[src/rtl/spd_pkg.sv]
// Package spd_pkg
// Holds the types shared by the spindle speed regulator modules.
// Assumes every count comparison is made against the live revolution count.
package spd_pkg;

    // Threshold decode of the live revolution count.
    typedef struct packed {
        logic below_fast;   // count < fast limit
        logic below_nom;    // count < nominal
        logic above_slow;   // count > slow limit
        logic at_loss;      // count saturated at loss value
    } spd_decode_t;

endpackage

[src/rtl/spd_rev_counter.sv]
// Module spd_rev_counter
// Counts qualified ticks since the last index pulse, saturating at LOSS_CNT,
// and decodes the count against the regulator thresholds.
// Assumes FAST_CNT < NOM_CNT < SLOW_CNT < LOSS_CNT.
module spd_rev_counter
    import spd_pkg::*;
#(
    parameter int FAST_CNT = 1980,
    parameter int NOM_CNT  = 2000,
    parameter int SLOW_CNT = 2020,
    parameter int LOSS_CNT = 2048,
    parameter int CNT_W    = $clog2(LOSS_CNT + 1)
) (
    input  logic             clk,
    input  logic             rst_n,
    input  logic             tick_en,
    input  logic             index_p,
    output logic [CNT_W-1:0] cnt,
    output spd_decode_t      dec
);

    localparam logic [CNT_W-1:0] FAST_L = CNT_W'(FAST_CNT);
    localparam logic [CNT_W-1:0] NOM_L  = CNT_W'(NOM_CNT);
    localparam logic [CNT_W-1:0] SLOW_L = CNT_W'(SLOW_CNT);
    localparam logic [CNT_W-1:0] LOSS_L = CNT_W'(LOSS_CNT);

    // Tick counter: cleared by index, saturating at the loss value.
    always_ff @(posedge clk) begin
        if (!rst_n) begin
            cnt <= '0;
        end else if (index_p) begin
            cnt <= '0;
        end else if (tick_en && (cnt != LOSS_L)) begin
            cnt <= cnt + 1'b1;
        end
    end

    // Threshold decode of the current count.
    always_comb begin
        dec.below_fast = (cnt <  FAST_L);
        dec.below_nom  = (cnt <  NOM_L);
        dec.above_slow = (cnt >  SLOW_L);
        dec.at_loss    = (cnt == LOSS_L);
    end

endmodule

[src/rtl/spd_decision.sv]
// Module spd_decision
// Samples the threshold decode at each index pulse and holds the write
// inhibit flag and the regulation (drive request) flag until the next index.
// Assumes index_p is a single-cycle pulse.
module spd_decision
    import spd_pkg::*;
(
    input  logic        clk,
    input  logic        rst_n,
    input  logic        index_p,
    input  spd_decode_t dec,
    output logic        speed_det,
    output logic        drive_req
);

    // Capture window verdict and regulation decision on index.
    always_ff @(posedge clk) begin
        if (!rst_n) begin
            speed_det <= 1'b1;
            drive_req <= 1'b1;
        end else if (index_p) begin
            speed_det <= dec.below_fast | dec.above_slow;
            drive_req <= ~dec.below_nom;
        end
    end

endmodule

[src/rtl/spd_oneshot.sv]
// Module spd_oneshot
// Retriggerable tick-counted one-shot. Active while its remaining count is
// non-zero; trig reloads DURATION; ARMED selects whether reset starts it.
// Assumes DURATION >= 1.
module spd_oneshot #(
    parameter int DURATION = 4096,
    parameter bit ARMED    = 1'b0,
    parameter int REM_W    = $clog2(DURATION + 1)
) (
    input  logic clk,
    input  logic rst_n,
    input  logic tick_en,
    input  logic trig,
    output logic active
);

    localparam logic [REM_W-1:0] DUR_L   = REM_W'(DURATION);
    localparam logic [REM_W-1:0] RESET_L = ARMED ? DUR_L : '0;

    logic [REM_W-1:0] remain;

    // Reload on trigger, count down on ticks until empty.
    always_ff @(posedge clk) begin
        if (!rst_n) begin
            remain <= RESET_L;
        end else if (trig) begin
            remain <= DUR_L;
        end else if (tick_en && (remain != '0)) begin
            remain <= remain - 1'b1;
        end
    end

    // Output is high while time remains.
    assign active = (remain != '0);

endmodule

[src/rtl/spindle_speed_regulator.sv]
// Module spindle_speed_regulator
// Top level: measures revolution time in ticks, judges it against a speed
// window, pulses the motor enable to hold nominal speed, and gates the motor
// path with a start-up hold and a rotation-present detector.
// Assumes one index and one cell pulse per revolution, each one cycle long.
module spindle_speed_regulator
    import spd_pkg::*;
#(
    parameter int FAST_CNT    = 1980,
    parameter int NOM_CNT     = 2000,
    parameter int SLOW_CNT    = 2020,
    parameter int LOSS_CNT    = 2048,
    parameter int START_TICKS = 6000,
    parameter int ROT_TICKS   = 4096
) (
    input  logic clk,
    input  logic rst_n,
    input  logic tick_en,
    input  logic index_p,
    input  logic cell_p,
    output logic motor_on,
    output logic speed_det,
    output logic speed_loss
);

    localparam int CNT_W = $clog2(LOSS_CNT + 1);

    logic [CNT_W-1:0] rev_cnt;
    spd_decode_t      dec;
    logic             drive_req;
    logic             start_act;
    logic             rot_act;

    spd_rev_counter #(
        .FAST_CNT (FAST_CNT),
        .NOM_CNT  (NOM_CNT),
        .SLOW_CNT (SLOW_CNT),
        .LOSS_CNT (LOSS_CNT),
        .CNT_W    (CNT_W)
    ) u_count (
        .clk     (clk),
        .rst_n   (rst_n),
        .tick_en (tick_en),
        .index_p (index_p),
        .cnt     (rev_cnt),
        .dec     (dec)
    );

    spd_decision u_judge (
        .clk       (clk),
        .rst_n     (rst_n),
        .index_p   (index_p),
        .dec       (dec),
        .speed_det (speed_det),
        .drive_req (drive_req)
    );

    spd_oneshot #(
        .DURATION (START_TICKS),
        .ARMED    (1'b1)
    ) u_start (
        .clk     (clk),
        .rst_n   (rst_n),
        .tick_en (tick_en),
        .trig    (1'b0),
        .active  (start_act)
    );

    spd_oneshot #(
        .DURATION (ROT_TICKS),
        .ARMED    (1'b0)
    ) u_rot (
        .clk     (clk),
        .rst_n   (rst_n),
        .tick_en (tick_en),
        .trig    (cell_p),
        .active  (rot_act)
    );

    // Motor enable: start-up hold, or rotation present with drive requested.
    assign motor_on   = start_act | (rot_act & drive_req);

    // Severe loss flag straight from the saturated count decode.
    assign speed_loss = dec.at_loss;

endmodule

[config.mk]
export PLATFORM = sky130hd
export DESIGN_NAME = spindle_speed_regulator
export DESIGN_NICKNAME = d
export VERILOG_FILES = /design/src/rtl/spd_pkg.sv /design/src/rtl/spd_rev_counter.sv /design/src/rtl/spd_decision.sv /design/src/rtl/spd_oneshot.sv /design/src/rtl/spindle_speed_regulator.sv
export SDC_FILE = /design/constraint.sdc
export NUM_CORES = 1
export LEC_CHECK = 0
export CORE_UTILIZATION = 47
export CTS_BUF_LIST = sky130_fd_sc_hd__clkbuf_16
export CTS_CLUSTER_DIAMETER = 100
export DETAILED_ROUTE_END_ITERATION = 7
export PLACE_DENSITY_LB_ADDON = 0.05
export SETUP_SLACK_MARGIN = 0.4
export SLEW_MARGIN = 15
export SYNTH_ARGS = -nofsm -noshare
export SYNTH_HDL_FRONTEND = slang
export SYNTH_SLANG_ARGS = --single-unit
[constraint.sdc]
create_clock -name clk -period 2.6 [get_ports clk]
set_clock_uncertainty 0.15 [all_clocks]
set_input_delay 0.52 -clock clk [delete_from_list [all_inputs] [get_ports clk]]
set_output_delay 0.52 -clock clk [all_outputs]
set_load 0.005 [all_outputs]
==> run summary <==
Yosys warns = 0
Final non-filler cell total = 321
Synth Instances = 236
First-pass GRT wire length = 8170 um
Vias per cell = 5.77
Post-DP Area = 2270 um2
Routed length per instance = 15.1 um
Worst hold path type = flip-flop to flip-flop
Synth Net Count = 246
Root Buffer = clkbuf_16
Hold Worst Slack = 345 ps
CP Launch Type = flip-flop
Final setup TNS = 0 ps
Power share of the sequential group = 38.3%
Largest family of logic cells by synthesized area = simple AND/OR/NAND/NOR gates
Ports = 8
Worst-margin pin slew = 454 ps
Mapped cell area = 2030 um2
Compound-Gate Fraction of Synth Area = 15.2%
Latest clock arrival within the worst-skew pair = 280 ps
Sw power = 482 uW
Post-placement cell count = 305
Pwr dens = 697 nW/um2
Worst slew margin = 69.8%
GRT Residual Overflow = 0
Hold Buf Count CTS = 0
CTS buffer count = 5
Clock transition at the registers of the reported paths = 60 ps
Antenna diode count = 0
Detailed-route DRC error count = 0
Gr usage total = 24.3%
Number of global-route vias before repair = 1790
Clock share of power = 38.3%
Power Total = 1.80 mW
Final period utilization = 91.4%
Predominant post-synthesis flop cell = dfxtp_1
WP data arrival = 1710 ps
FP Rows = 23
Area delta synth->final = 27.5%
Detail Route Antenna Nets = 0
Die Y = 67.7 um
CTS tree = built
Final count of negative-setup-slack endpoints = 0
Max-slew violation count = 0
Die Wd = 67.7 um
Antenna violations before repair = 0
Routed WL = 4850 um
H-tree Lvls = 2
Number of flops mapped to enable cells by yosys = 0
Full die area = 4580 um2
Static Leak = 0.938 nW
Vias = 1851
Crit Path Class = flip-flop to output pin
Part of the power in combinational logic = 23.4%
Xor and xnor fraction of the mapped netlist area = 8.21%
Core Area = 4060 um2
Final HPWL DP = 3430 um
Nets@finish = 280
Final instance area = 2580 um2
P_int = 1.32 mW
Post-Synth Adder-Cell Area = 3.09%
RSZ-0062 raised after global routing = true
Pin count of the biggest net entering global routing = 14
Cell variety after synth = 49
Final min period = 2380 ps
Multiplexer share of the synthesized area = 0.988%
Final hold viol count = 0
Clock buffer depth = 2
Drt pass-1 iters = 4
Sw frac = 26.8%
Post-Synth Simple-Gate Area = 29.3%
WP data required = 1930 ps
# port buffers = 7
Syn avg cell area = 8.58 um2
Flop and latch count out of synthesis = 40
Fraction of registers with async set/reset = 0%
Fillers = 346
DRT iter0 DRCs = 47
Outcome = finished, final reports clean
Worst setup EP type = output pin
F_max = 421 MHz
Clock sinks = 40
Starting Density = 49.9%
Routability congestion estimate = 0.822
CP Max Fanout = 3
Max Cap Violations = 0
Sequential share of the synthesized area = 39.5%
Worst VDD drop = 0.000380 V
Layout cells sized above 1 = 23.6%
power groups by stage:
stage	clock (mW)	combinational, mW	sequential (mW)
3_3_place_gp	0	0.336	0.696
2_1_floorplan	0	0.242	0.688
6_report	0.689	0.421	0.689
3_5_place_dp	0	0.351	0.699
5_1_grt	0.724	0.459	0.694
4_1_cts	0.697	0.390	0.687
synthesized netlist by cell type, types with 3 or more instances:
| cell | number | share of area [%] |
|---|---|---|
| dfxtp_1 | 40 | 40 |
| xnor2_1 | 13 | 5.6 |
| inv_1 | 11 | 2.0 |
| a31oi_1 | 3 | 0.93 |
| nor3_1 | 6 | 1.5 |
| clkbuf_1 | 4 | 0.74 |
| a21oi_1 | 11 | 2.7 |
| nand2_1 | 18 | 3.3 |
| ha_1 | 5 | 3.1 |
| o31ai_1 | 7 | 2.6 |
| nor4_1 | 9 | 2.8 |
| nand3_1 | 7 | 1.7 |
| nor2_1 | 29 | 5.4 |
| nand4_1 | 6 | 1.9 |
| nand2b_1 | 3 | 0.93 |
| xor2_1 | 6 | 2.6 |
| o21ai_0 | 5 | 1.2 |
| or2_2 | 3 | 0.93 |
| or3_1 | 7 | 2.2 |
| nor4b_1 | 4 | 1.7 |
cells by family (layout without fill, tap and decap cells):
logic type      count (synthesis)  count (layout)
simple gates                  109             109
compound gates                 43              43
flops                          40              40
fa+ha+maj                       5               5
buf+inv                        18              53
xor+xnor                       19              19
mux                             2               2
critical path: stages, from the launching register on:
cell and delay, ps:
dfxtp_2 330, or4_4 560, nor4_4 310, o21bai_1 100
buf_2 130
worst paths after layout:
check               startpoint  slack, ps  depth (start not counted)                end
max           u_rot.remain[10]        220                          4           motor_on
min          u_judge.drive_req        350                          2  u_judge.drive_req
max reg2reg    u_rot.remain[0]        470                          6   u_rot.remain[11]
min reg2reg  u_judge.drive_req        350                          2  u_judge.drive_req
metrics by stage:
| step | worst slack [ps] | utilization [%] |
|---|---|---|
| detailed placement | -3.75 | 55.9 |
| floorplan | 440 | - |
| CTS | 171 | 61.9 |
| global placement | 60.3 | 55.9 |
| global route | 153 | 63.6 |
| finish | 225 | 63.6 |
layout by cell type (no fill, tap or decap), drive strengths merged, types with 2 or more instances in the layout:
master | synthesis | layout
a211o | 2 | 2
a211oi | 2 | 2
a21oi | 11 | 11
a311oi | 2 | 2
a31oi | 3 | 3
buf | 2 | 27
clkbuf | 4 | 5
clkdlybuf4s50 | 0 | 5
clkinv | 1 | 2
dfxtp | 40 | 40
ha | 5 | 5
inv | 11 | 12
mux2i | 2 | 2
nand2 | 18 | 18
nand2b | 3 | 3
nand3 | 7 | 7
nand3b | 2 | 2
nand4 | 6 | 6
nor2 | 29 | 29
nor3 | 6 | 6
nor4 | 9 | 9
nor4b | 4 | 4
o21a | 2 | 2
o21ai | 6 | 6
o311ai | 2 | 2
o31ai | 7 | 7
or2 | 3 | 3
or3 | 9 | 9
or3b | 2 | 2
or4 | 5 | 5
xnor2 | 13 | 13
xor2 | 6 | 6
flip-flops by register name, indices dropped and copies added, names as in the netlist:
signal	count
u_judge.speed_det	1
u_count.cnt	12
u_rot.remain	13
u_start.remain	13
u_judge.drive_req	1
cell type report:
type | count | area, um2 | area share (%)
multi-input cells | 178 | 1240 | 48.0
clock buffers | 5 | 125 | 4.84
well taps | 50 | 62.6 | 2.42
flip-flops and latches | 40 | 811 | 31.4
repair buffers | 33 | 260 | 10.1
clock inverters | 3 | 38.8 | 1.50
inverters | 12 | 45.0 | 1.74
timing repair:
| action | 4_1_cts | 5_1_grt |
|---|---|---|
| pin swaps | 3 | 4 |
| buffers inserted | 3 | 5 |
| cloned | 0 | 0 |
| hold endpoints to repair | 0 | 0 |
| setup endpoints to repair | 4 | 11 |
| gates resized for setup | 20 | 9 |
routing by layer:
layer	vias up	share of wire, %	GRT usage (%)
met1	892	45	28.0
met5	-	0	0
met4	0	2.2	11.7
met2	24	50	42.6
met3	10	2.4	4.56
li1	925	-	-
No activity file was read; power rests on OpenSTA's default activity.
